File: config.mk
export PLATFORM = sky130hd
export DESIGN_NAME = pa_front
export DESIGN_NICKNAME = d
export VERILOG_FILES = /design/src/rtl/pa_pkg.sv /design/src/rtl/pa_in_regs.sv /design/src/rtl/pa_accum.sv /design/src/rtl/pa_out_gate.sv /design/src/rtl/pa_front.sv
export SDC_FILE = /design/constraint.sdc
export NUM_CORES = 1
export LEC_CHECK = 0
export CAP_MARGIN = 20
export CORE_ASPECT_RATIO = 1.75
export CORE_MARGIN = 3
export CORE_UTILIZATION = 35
export DETAILED_ROUTE_END_ITERATION = 8
export PLACE_DENSITY = 0.67
export SLEW_MARGIN = 25
export SYNTH_ARGS = -nofsm -noshare
export SYNTH_HDL_FRONTEND = slang
export SYNTH_HIERARCHICAL = 1
export SYNTH_SLANG_ARGS = --single-unit
File: constraint.sdc
create_clock -name clk_i -period 8.3 [get_ports clk_i]
set_input_delay 1.66 -clock clk_i [delete_from_list [all_inputs] [get_ports clk_i]]
set_output_delay 1.66 -clock clk_i [all_outputs]
set_load 0.005 [all_outputs]
File: src/rtl/pa_pkg.sv
package pa_pkg;
  typedef enum logic [1:0] {
    PA_HOLD   = 2'b00,
    PA_LD_MOD = 2'b01,
    PA_LD_CAR = 2'b10,
    PA_CLR_LD = 2'b11
  } pa_code_e;
endpackage

File: src/rtl/pa_in_regs.sv
module pa_in_regs
  import pa_pkg::*;
#(
  parameter int MAG_W = 16,
  parameter int PH_W  = 32,
  parameter int OUT_W = 16
) (
  input  logic             clk_i,
  input  logic             rst_ni,
  input  logic             mag_en_i,
  input  logic [MAG_W-1:0] mag_i,
  input  logic [1:0]       ph_code_i,
  input  logic [PH_W-1:0]  ph_i,
  input  logic             acc_mode_i,
  output logic [MAG_W-1:0] mag_q,
  output logic [PH_W-1:0]  car_q,
  output logic [OUT_W-1:0] mod_q
);
  localparam int LO_W = PH_W - OUT_W;

  pa_code_e         code;
  logic [PH_W-1:0]  car_ld;
  logic [OUT_W-1:0] ph_hi;

  assign code   = pa_code_e'(ph_code_i);
  assign ph_hi  = ph_i[PH_W-1 -: OUT_W];
  assign car_ld = acc_mode_i ? ph_i : {ph_hi, {LO_W{1'b0}}};

  always_ff @(posedge clk_i) begin
    if (!rst_ni) begin
      mag_q <= '0;
    end else if (mag_en_i) begin
      mag_q <= mag_i;
    end
  end

  always_ff @(posedge clk_i) begin
    if (!rst_ni) begin
      car_q <= '0;
      mod_q <= '0;
    end else begin
      unique case (code)
        PA_HOLD:   ;
        PA_LD_MOD: mod_q <= ph_hi;
        PA_LD_CAR: car_q <= car_ld;
        PA_CLR_LD: begin
          car_q <= car_ld;
          mod_q <= '0;
        end
        default:   ;
      endcase
    end
  end
endmodule

File: src/rtl/pa_accum.sv
module pa_accum #(
  parameter int PH_W  = 32,
  parameter int OUT_W = 16
) (
  input  logic             clk_i,
  input  logic             rst_ni,
  input  logic             acc_mode_i,
  input  logic [PH_W-1:0]  car_q,
  input  logic [OUT_W-1:0] mod_q,
  output logic [PH_W-1:0]  acc_q,
  output logic [OUT_W-1:0] ph_q
);
  logic [OUT_W-1:0] base;

  assign base = acc_mode_i ? acc_q[PH_W-1 -: OUT_W] : car_q[PH_W-1 -: OUT_W];

  always_ff @(posedge clk_i) begin
    if (!rst_ni) begin
      acc_q <= '0;
      ph_q  <= '0;
    end else begin
      acc_q <= acc_mode_i ? acc_q + car_q : '0;
      ph_q  <= base + mod_q;
    end
  end
endmodule

File: src/rtl/pa_out_gate.sv
module pa_out_gate #(
  parameter int W = 16
) (
  input  logic         dis_i,
  input  logic [W-1:0] data_q,
  output logic [W-1:0] data_o,
  output logic         vld_o
);
  assign vld_o  = ~dis_i;
  assign data_o = dis_i ? '0 : data_q;
endmodule

File: src/rtl/pa_front.sv
module pa_front #(
  parameter int MAG_W = 16,
  parameter int PH_W  = 32,
  parameter int OUT_W = 16
) (
  input  logic             clk_i,
  input  logic             rst_ni,
  input  logic             mag_en_i,
  input  logic [MAG_W-1:0] mag_i,
  input  logic [1:0]       ph_code_i,
  input  logic [PH_W-1:0]  ph_i,
  input  logic             acc_mode_i,
  input  logic             mag_dis_i,
  input  logic             ph_dis_i,
  output logic [MAG_W-1:0] mag_o,
  output logic             mag_vld_o,
  output logic [OUT_W-1:0] ph_o,
  output logic             ph_vld_o
);
  logic [MAG_W-1:0] mag_q;
  logic [PH_W-1:0]  car_q;
  logic [OUT_W-1:0] mod_q;
  logic [PH_W-1:0]  acc_q;
  logic [OUT_W-1:0] ph_q;

  pa_in_regs #(.MAG_W(MAG_W), .PH_W(PH_W), .OUT_W(OUT_W)) in_regs_i (
    .clk_i      (clk_i),
    .rst_ni     (rst_ni),
    .mag_en_i   (mag_en_i),
    .mag_i      (mag_i),
    .ph_code_i  (ph_code_i),
    .ph_i       (ph_i),
    .acc_mode_i (acc_mode_i),
    .mag_q      (mag_q),
    .car_q      (car_q),
    .mod_q      (mod_q)
  );

  pa_accum #(.PH_W(PH_W), .OUT_W(OUT_W)) accum_i (
    .clk_i      (clk_i),
    .rst_ni     (rst_ni),
    .acc_mode_i (acc_mode_i),
    .car_q      (car_q),
    .mod_q      (mod_q),
    .acc_q      (acc_q),
    .ph_q       (ph_q)
  );

  pa_out_gate #(.W(MAG_W)) mag_gate_i (
    .dis_i  (mag_dis_i),
    .data_q (mag_q),
    .data_o (mag_o),
    .vld_o  (mag_vld_o)
  );

  pa_out_gate #(.W(OUT_W)) ph_gate_i (
    .dis_i  (ph_dis_i),
    .data_q (ph_q),
    .data_o (ph_o),
    .vld_o  (ph_vld_o)
  );
endmodule

==> results of run 1 <==
==> critical path: cells and delay by family <==
kind                   cells  cell delay, ns
and+or+nand+nor            1            0.28
buffers and inverters      2            1.25
==> logic make-up after synthesis <==
logic type / synth area share
flops: 0.338
xor+xnor: 0.0369
compound gates: 0.146
mux: 0.0840
simple gates: 0.256
fa+ha+maj: 0.0927
buf+inv: 0.0467
==> cell type report <==
cell class / count / area (um^2) / share of cell area
timing repair buffer: 92 / 906 / 0.115
sequential: 112 / 2240 / 0.284
inverter: 17 / 63.8 / 0.00809
clock buffer: 9 / 225 / 0.0285
multi-input combinational: 581 / 4090 / 0.518
clock inverter: 6 / 68.8 / 0.00872
tap: 238 / 298 / 0.0377
==> routing by layer <==
layer	vias to the layer above	global-route usage	wire length, um	part of all wire
met5	-	0	0	0
met4	0	0.0754	583	0.038
met3	32	0.0195	446	0.029
met2	98	0.274	8160	0.53
met1	2477	0.173	6130	0.40
li1	2757	-	-	-
==> flip-flops by register name (all words and copies together), names as in the netlist <==
name	cells
accum_i/acc_q	32
in_regs_i/car_q	32
accum_i/ph_q	16
in_regs_i/mag_q	16
in_regs_i/mod_q	16
==> power by group <==
| group | switching (mW) | internal [mW] |
|---|---|---|
| Clock | 0.200 | 0.234 |
| Combinational | 0.0860 | 0.0911 |
| Sequential | 0.0125 | 0.562 |
==> cell usage after synthesis, types with 9 or more instances <==
cell type,count,area share
ha_1,46,0.087
nand4_1,21,0.020
nor3_1,14,0.011
nor2_1,46,0.026
xnor2_1,14,0.018
a21o_1,16,0.018
xor2_1,14,0.018
and2b_2,15,0.020
clkbuf_1,15,0.0085
dfxtp_1,112,0.34
mux2_2,14,0.024
nand2b_1,22,0.021
o21ai_1,21,0.016
nor2b_1,55,0.052
inv_1,17,0.0096
nand3b_1,32,0.036
o21ai_0,21,0.016
a21oi_1,46,0.035
nand2_1,55,0.031
mux2i_1,40,0.060
o21bai_1,9,0.010
==> through the flow <==
step	cell area (um^2)	hold slack (ns)	cells
detailed placement	7600	0.470	1040
global placement	7590	0.468	1040
global route	7890	0.507	1055
CTS	7890	0.485	1055
finish	7890	0.484	1055
floorplan	6640	0.453	745
==> worst max-delay path by stage <==
stage,endpoint,from
2_1_floorplan,accum_i/ph_q[12],acc_mode_i
3_3_place_gp,accum_i/ph_q[12],acc_mode_i
3_5_place_dp,accum_i/ph_q[12],acc_mode_i
4_1_cts,mag_o[13],mag_dis_i
5_1_grt,mag_o[13],mag_dis_i
6_report,mag_o[13],mag_dis_i
==> run_results.csv, run 1 <==
group,metric,value,unit
status,status,"finished, final reports clean",
global_route,grt_pass1_wl,25600,um
floorplan,pin_count,90,
logic_synthesis,synth_nets,849,
global_route,grt_antenna_before_repair,0,
sta,rsz0062_at_grt,"false",
sta,fin_crit,4.85,ns
drt,post_drt_wl_per_cell,14.5,um
floorplan,die_width,110,um
finish,fin_util,0.425,
floorplan,core_area,18600,um^2
logic_synthesis,synth_edf_count,0,
cts,clock-root-buffer,"clkbuf_16",
drt,ant_nets,0,
drt,viasPerCell,5.08,
run,maxCapViolCount,0,
floorplan,rows,66,
global_route,grt_max_degree,65,
finish,area_delta_synth_final,18.8,%
min_path,hold-path-endpoint,"in_regs_i/car_q[14]",
critical_path,end_kind,"output pin",
sta,final.setup.tns,0,ns
drt,dr.pass1.iters,4,
logic_synthesis,synth_ff_type,"dfxtp_1",
critical_path,path_max_fanout,17,
critical_path,critPathSlowestCell,"clkdlybuf4s50_1",
floorplan,initial_core_util,0.357,
logic_synthesis,synth-seq-cells,112,
drt,routed_wl,15300,um
critical_path,path_cells,"clkdlybuf4s50_1, and2b_2, clkdlybuf4s50_1",
min_path,hold_class,"reg2reg",
critical_path,rr_endpoint,"accum_i/acc_q[31]",
min_path,hold_depth,2,
floorplan,die-area,20700,um^2
logic_synthesis,yosys_warnings,6,
critical_path,reg2reg_slack,5.48,ns
logic_synthesis,synth_area,6640,um^2
sta,setup_viol,0,
power_and_ir_drop,power-per-cell-area,150,nW/um^2
power_and_ir_drop,irDropWorstVdd,91.0,uV
cts,cts_setup_buffers,0,
cts,cts_hold_buf,0,
critical_path,worstRegToRegCells,8,
cts,post_cts_resized,0,
place,place_ws,3.21,ns
sta,maxSlewViolCount,0,
sta,finalHoldViolations,0,
critical_path,worstSetupStartpointType,"primary input",
critical_path,timing.rr.start,"in_regs_i/car_q[8]",
finish,layout_commonest_cell,"dfxtp_1",
sta,tightest_slew,0.939,ns
power_and_ir_drop,total_power,1.19,mW
cts,cts_tree,"done",
place,io_buffers,89,
finish,drive_gt1_frac,0.0771,
sta,finalWorstSetupSlack,3.45,ns
critical_path,path_class,"in2out",
sta,max_clock_freq,0.206,GHz
finish,final_cell_mix,"dfxtp_1 (112), clkdlybuf4s50_1 (87), nand2_1 (55), nor2b_1 (55)",
power_and_ir_drop,p_leak,3.31,nW
min_path,hold_path.startpoint,"in_regs_i/car_q[14]",
place,gp_congestion,0.892,
global_route,grt.total_usage,0.153,
finish,fill_cells,1878,
critical_path,max_stage_delay,0.79,ns
cts,cts_sinks,112,
finish,n_antenna_cell,0,
critical_path,crit_top_cell,"clkdlybuf4s50_1",
cts,numCtsBuffers,9,
floorplan,die_h,188,um
sta,slew_headroom,0.372,
cts,clk_pin_slew,0.07,ns
critical_path,worst_ep_arrival_time,3.19,ns
global_route,grt.overflow.total,0,
logic_synthesis,syn_inst,745,
sta,min_period_over_period,0.585,
cts,clkLatencyLatePin,0.35,ns
logic_synthesis,syn_area_per_cell,8.91,um^2
global_route,grt_pass1_vias,5213,
logic_synthesis,yosysUniqueCellTypes,64,
critical_path,required,6.64,ns
sta,fin_skew,0.0112,ns
drt,drt_iter0_drc,171,
drt,drc,0,
cts,clk_path_buf_depth,2,
logic_synthesis,async_flop_share,0,
finish,nets,917,
logic_synthesis,synth_seq_area_share,0.338,
cts,htree_num_levels,3,
place,hpwl,11500,um
drt,vias,5364,
Power figures use the tool's default switching activity.
==> run 2, diff against run 1 <==
==> constraint.sdc (replaced) <==
create_clock -name clk_i -period 4.95 [get_ports clk_i]
set_input_delay 0.99 -clock clk_i [delete_from_list [all_inputs] [get_ports clk_i]]
set_output_delay 0.99 -clock clk_i [all_outputs]
set_load 0.005 [all_outputs]
==> run_results.csv, run 2 (synthesis results as in run 1) <==
group,metric,value,unit
finish,area_delta_synth_final,18.8,%
cts,cts_hold_buf,0,
critical_path,cp-endpoint,"accum_i/ph_q[12]",
sta,finalHoldViolations,0,
cts,clock-root-buffer,"clkbuf_16",
floorplan,die_h,188,um
floorplan,pin_count,90,
finish,seqCellArea,2240,um^2
drt,viasPerCell,5.10,
power_and_ir_drop,power-per-cell-area,248,nW/um^2
cts,numCtsBuffers,9,
place,hpwl,11600,um
global_route,grt_pass1_vias,5350,
drt,drc,0,
global_route,grt.overflow.total,0,
finish,drive_gt1_frac,0.0817,
cts,post_cts_resized,0,
sta,fin_crit,3.90,ns
critical_path,required,5.18,ns
status,status,"finished, final reports clean",
sta,finalWorstSetupSlack,1.05,ns
floorplan,core_area,18600,um^2
critical_path,critPathLaunch,"acc_mode_i",
critical_path,rr_endpoint,"accum_i/ph_q[12]",
cts,htree_num_levels,3,
sta,hold-worst-slack,0.483,ns
critical_path,worst_ep_arrival_time,4.13,ns
place,gp_congestion,0.907,
critical_path,timing.rr.start,"in_regs_i/car_q[16]",
cts,cts_tree,"done",
critical_path,reg2reg_slack,2.17,ns
global_route,grt_antenna_before_repair,0,
run,maxCapViolCount,0,
floorplan,die-area,20700,um^2
sta,slew_headroom,0.351,
sta,max_clock_freq,0.257,GHz
sta,rsz0062_at_grt,"false",
critical_path,path_max_fanout,10,
finish,layout_commonest_cell,"dfxtp_1",
place,io_buffers,89,
min_path,hold_class,"reg2reg",
sta,fin_skew,0.00871,ns
critical_path,worstRegToRegCells,11,
floorplan,rows,66,
drt,vias,5393,
power_and_ir_drop,total_power,1.96,mW
cts,clk_pin_slew,0.08,ns
sta,min_period_over_period,0.787,
floorplan,initial_core_util,0.357,
place,place_ws,0.661,ns
finish,final_cell_mix,"dfxtp_1 (112), clkdlybuf4s50_1 (87), nor2b_1 (55)",
power_and_ir_drop,irDropWorstVdd,147,uV
critical_path,end_kind,"flip-flop",
global_route,grt.total_usage,0.152,
drt,routed_wl,15400,um
drt,dr.pass1.iters,4,
finish,fill_cells,1857,
sta,maxSlewViolCount,0,
cts,cts_sinks,112,
sta,tightest_slew,0.970,ns
sta,setup_viol,0,
finish,multi_input_area,4090,um^2
global_route,grt_pass1_wl,25600,um
sta,final.setup.tns,0,ns
cts,clkLatencyLatePin,0.35,ns
finish,n_antenna_cell,0,
cts,clk_path_buf_depth,2,
finish,top_regs,"accum_i/acc_q (32), in_regs_i/car_q (32)",
global_route,grt_max_degree,65,
floorplan,die_width,110,um
power_and_ir_drop,p_leak,3.32,nW
drt,drt_iter0_drc,154,
cts,cts_setup_buffers,0,
finish,nets,919,
critical_path,path_class,"in2reg",
drt,post_drt_wl_per_cell,14.5,um
drt,ant_nets,0,
critical_path,worstSetupStartpointType,"primary input",
run 2: cell types whose count changed in the layout (fill, tap and decap cells not counted):
cell       previous run  this run
clkinv_2              1         3
clkinv_4              2         0
buf_2                 1         2
buf_4                 4         5
bufinv_16             1         0
clkbuf_8              0         1
inv_6                 1         2
nand2_1              55        54
nand2_2               1         2
run 2: worst min path at each step:
stage,slack (ns),from,cells past startpoint,end
3_3_place_gp,0.47,in_regs_i/mod_q[12],2,in_regs_i/mod_q[12]
2_1_floorplan,0.45,in_regs_i/car_q[10],2,in_regs_i/car_q[10]
5_1_grt,0.50,in_regs_i/car_q[7],2,in_regs_i/car_q[7]
3_5_place_dp,0.47,in_regs_i/mod_q[13],2,in_regs_i/mod_q[13]
4_1_cts,0.49,in_regs_i/car_q[0],2,in_regs_i/car_q[0]
6_report,0.48,in_regs_i/car_q[5],2,in_regs_i/car_q[5]
run 2: cell type report:
class                   count  area share
flip-flops and latches    112       0.284
clock inverters             6     0.00507
clock buffers              10      0.0303
inverters                  17     0.00809
well taps                 238      0.0377
multi-input cells         581       0.518
repair buffers             94       0.116
run 2: metal layers:
layer  track usage  up-vias  part of all wire
li1              -     2774                 -
met1         0.176     2475              0.41
met2         0.275      116              0.53
met3        0.0189       28             0.032
met4        0.0640        0             0.034
met5             0        -                 0
run 2: per-stage QoR:
stage          instance area, um^2   util  instances
2_1_floorplan                 6640      -        745
3_3_place_gp                  7610  0.410       1042
3_5_place_dp                  7610  0.410       1042
4_1_cts                       7890  0.425       1058
5_1_grt                       7890  0.425       1058
6_report                      7890  0.425       1058
run 2: where the power goes:
| group | switching, mW | leakage, nW | total, mW | internal, mW |
|---|---|---|---|---|
| sequential | 0.0222 | 0.916 | 0.964 | 0.942 |
| combinational | 0.144 | 2.27 | 0.297 | 0.153 |
| clock | 0.342 | 0.139 | 0.698 | 0.357 |
run 2: worst max-delay path, stage by stage:
cell	delay [ns]
clkdlybuf4s50_1	0.67
buf_4	0.27
mux2_2	0.35
ha_1	0.30
o21a_1	0.19
o31a_1	0.12
or4_4	0.44
a211o_2	0.35
o31ai_4	0.22
xor2_1	0.17
nor2_1	0.05
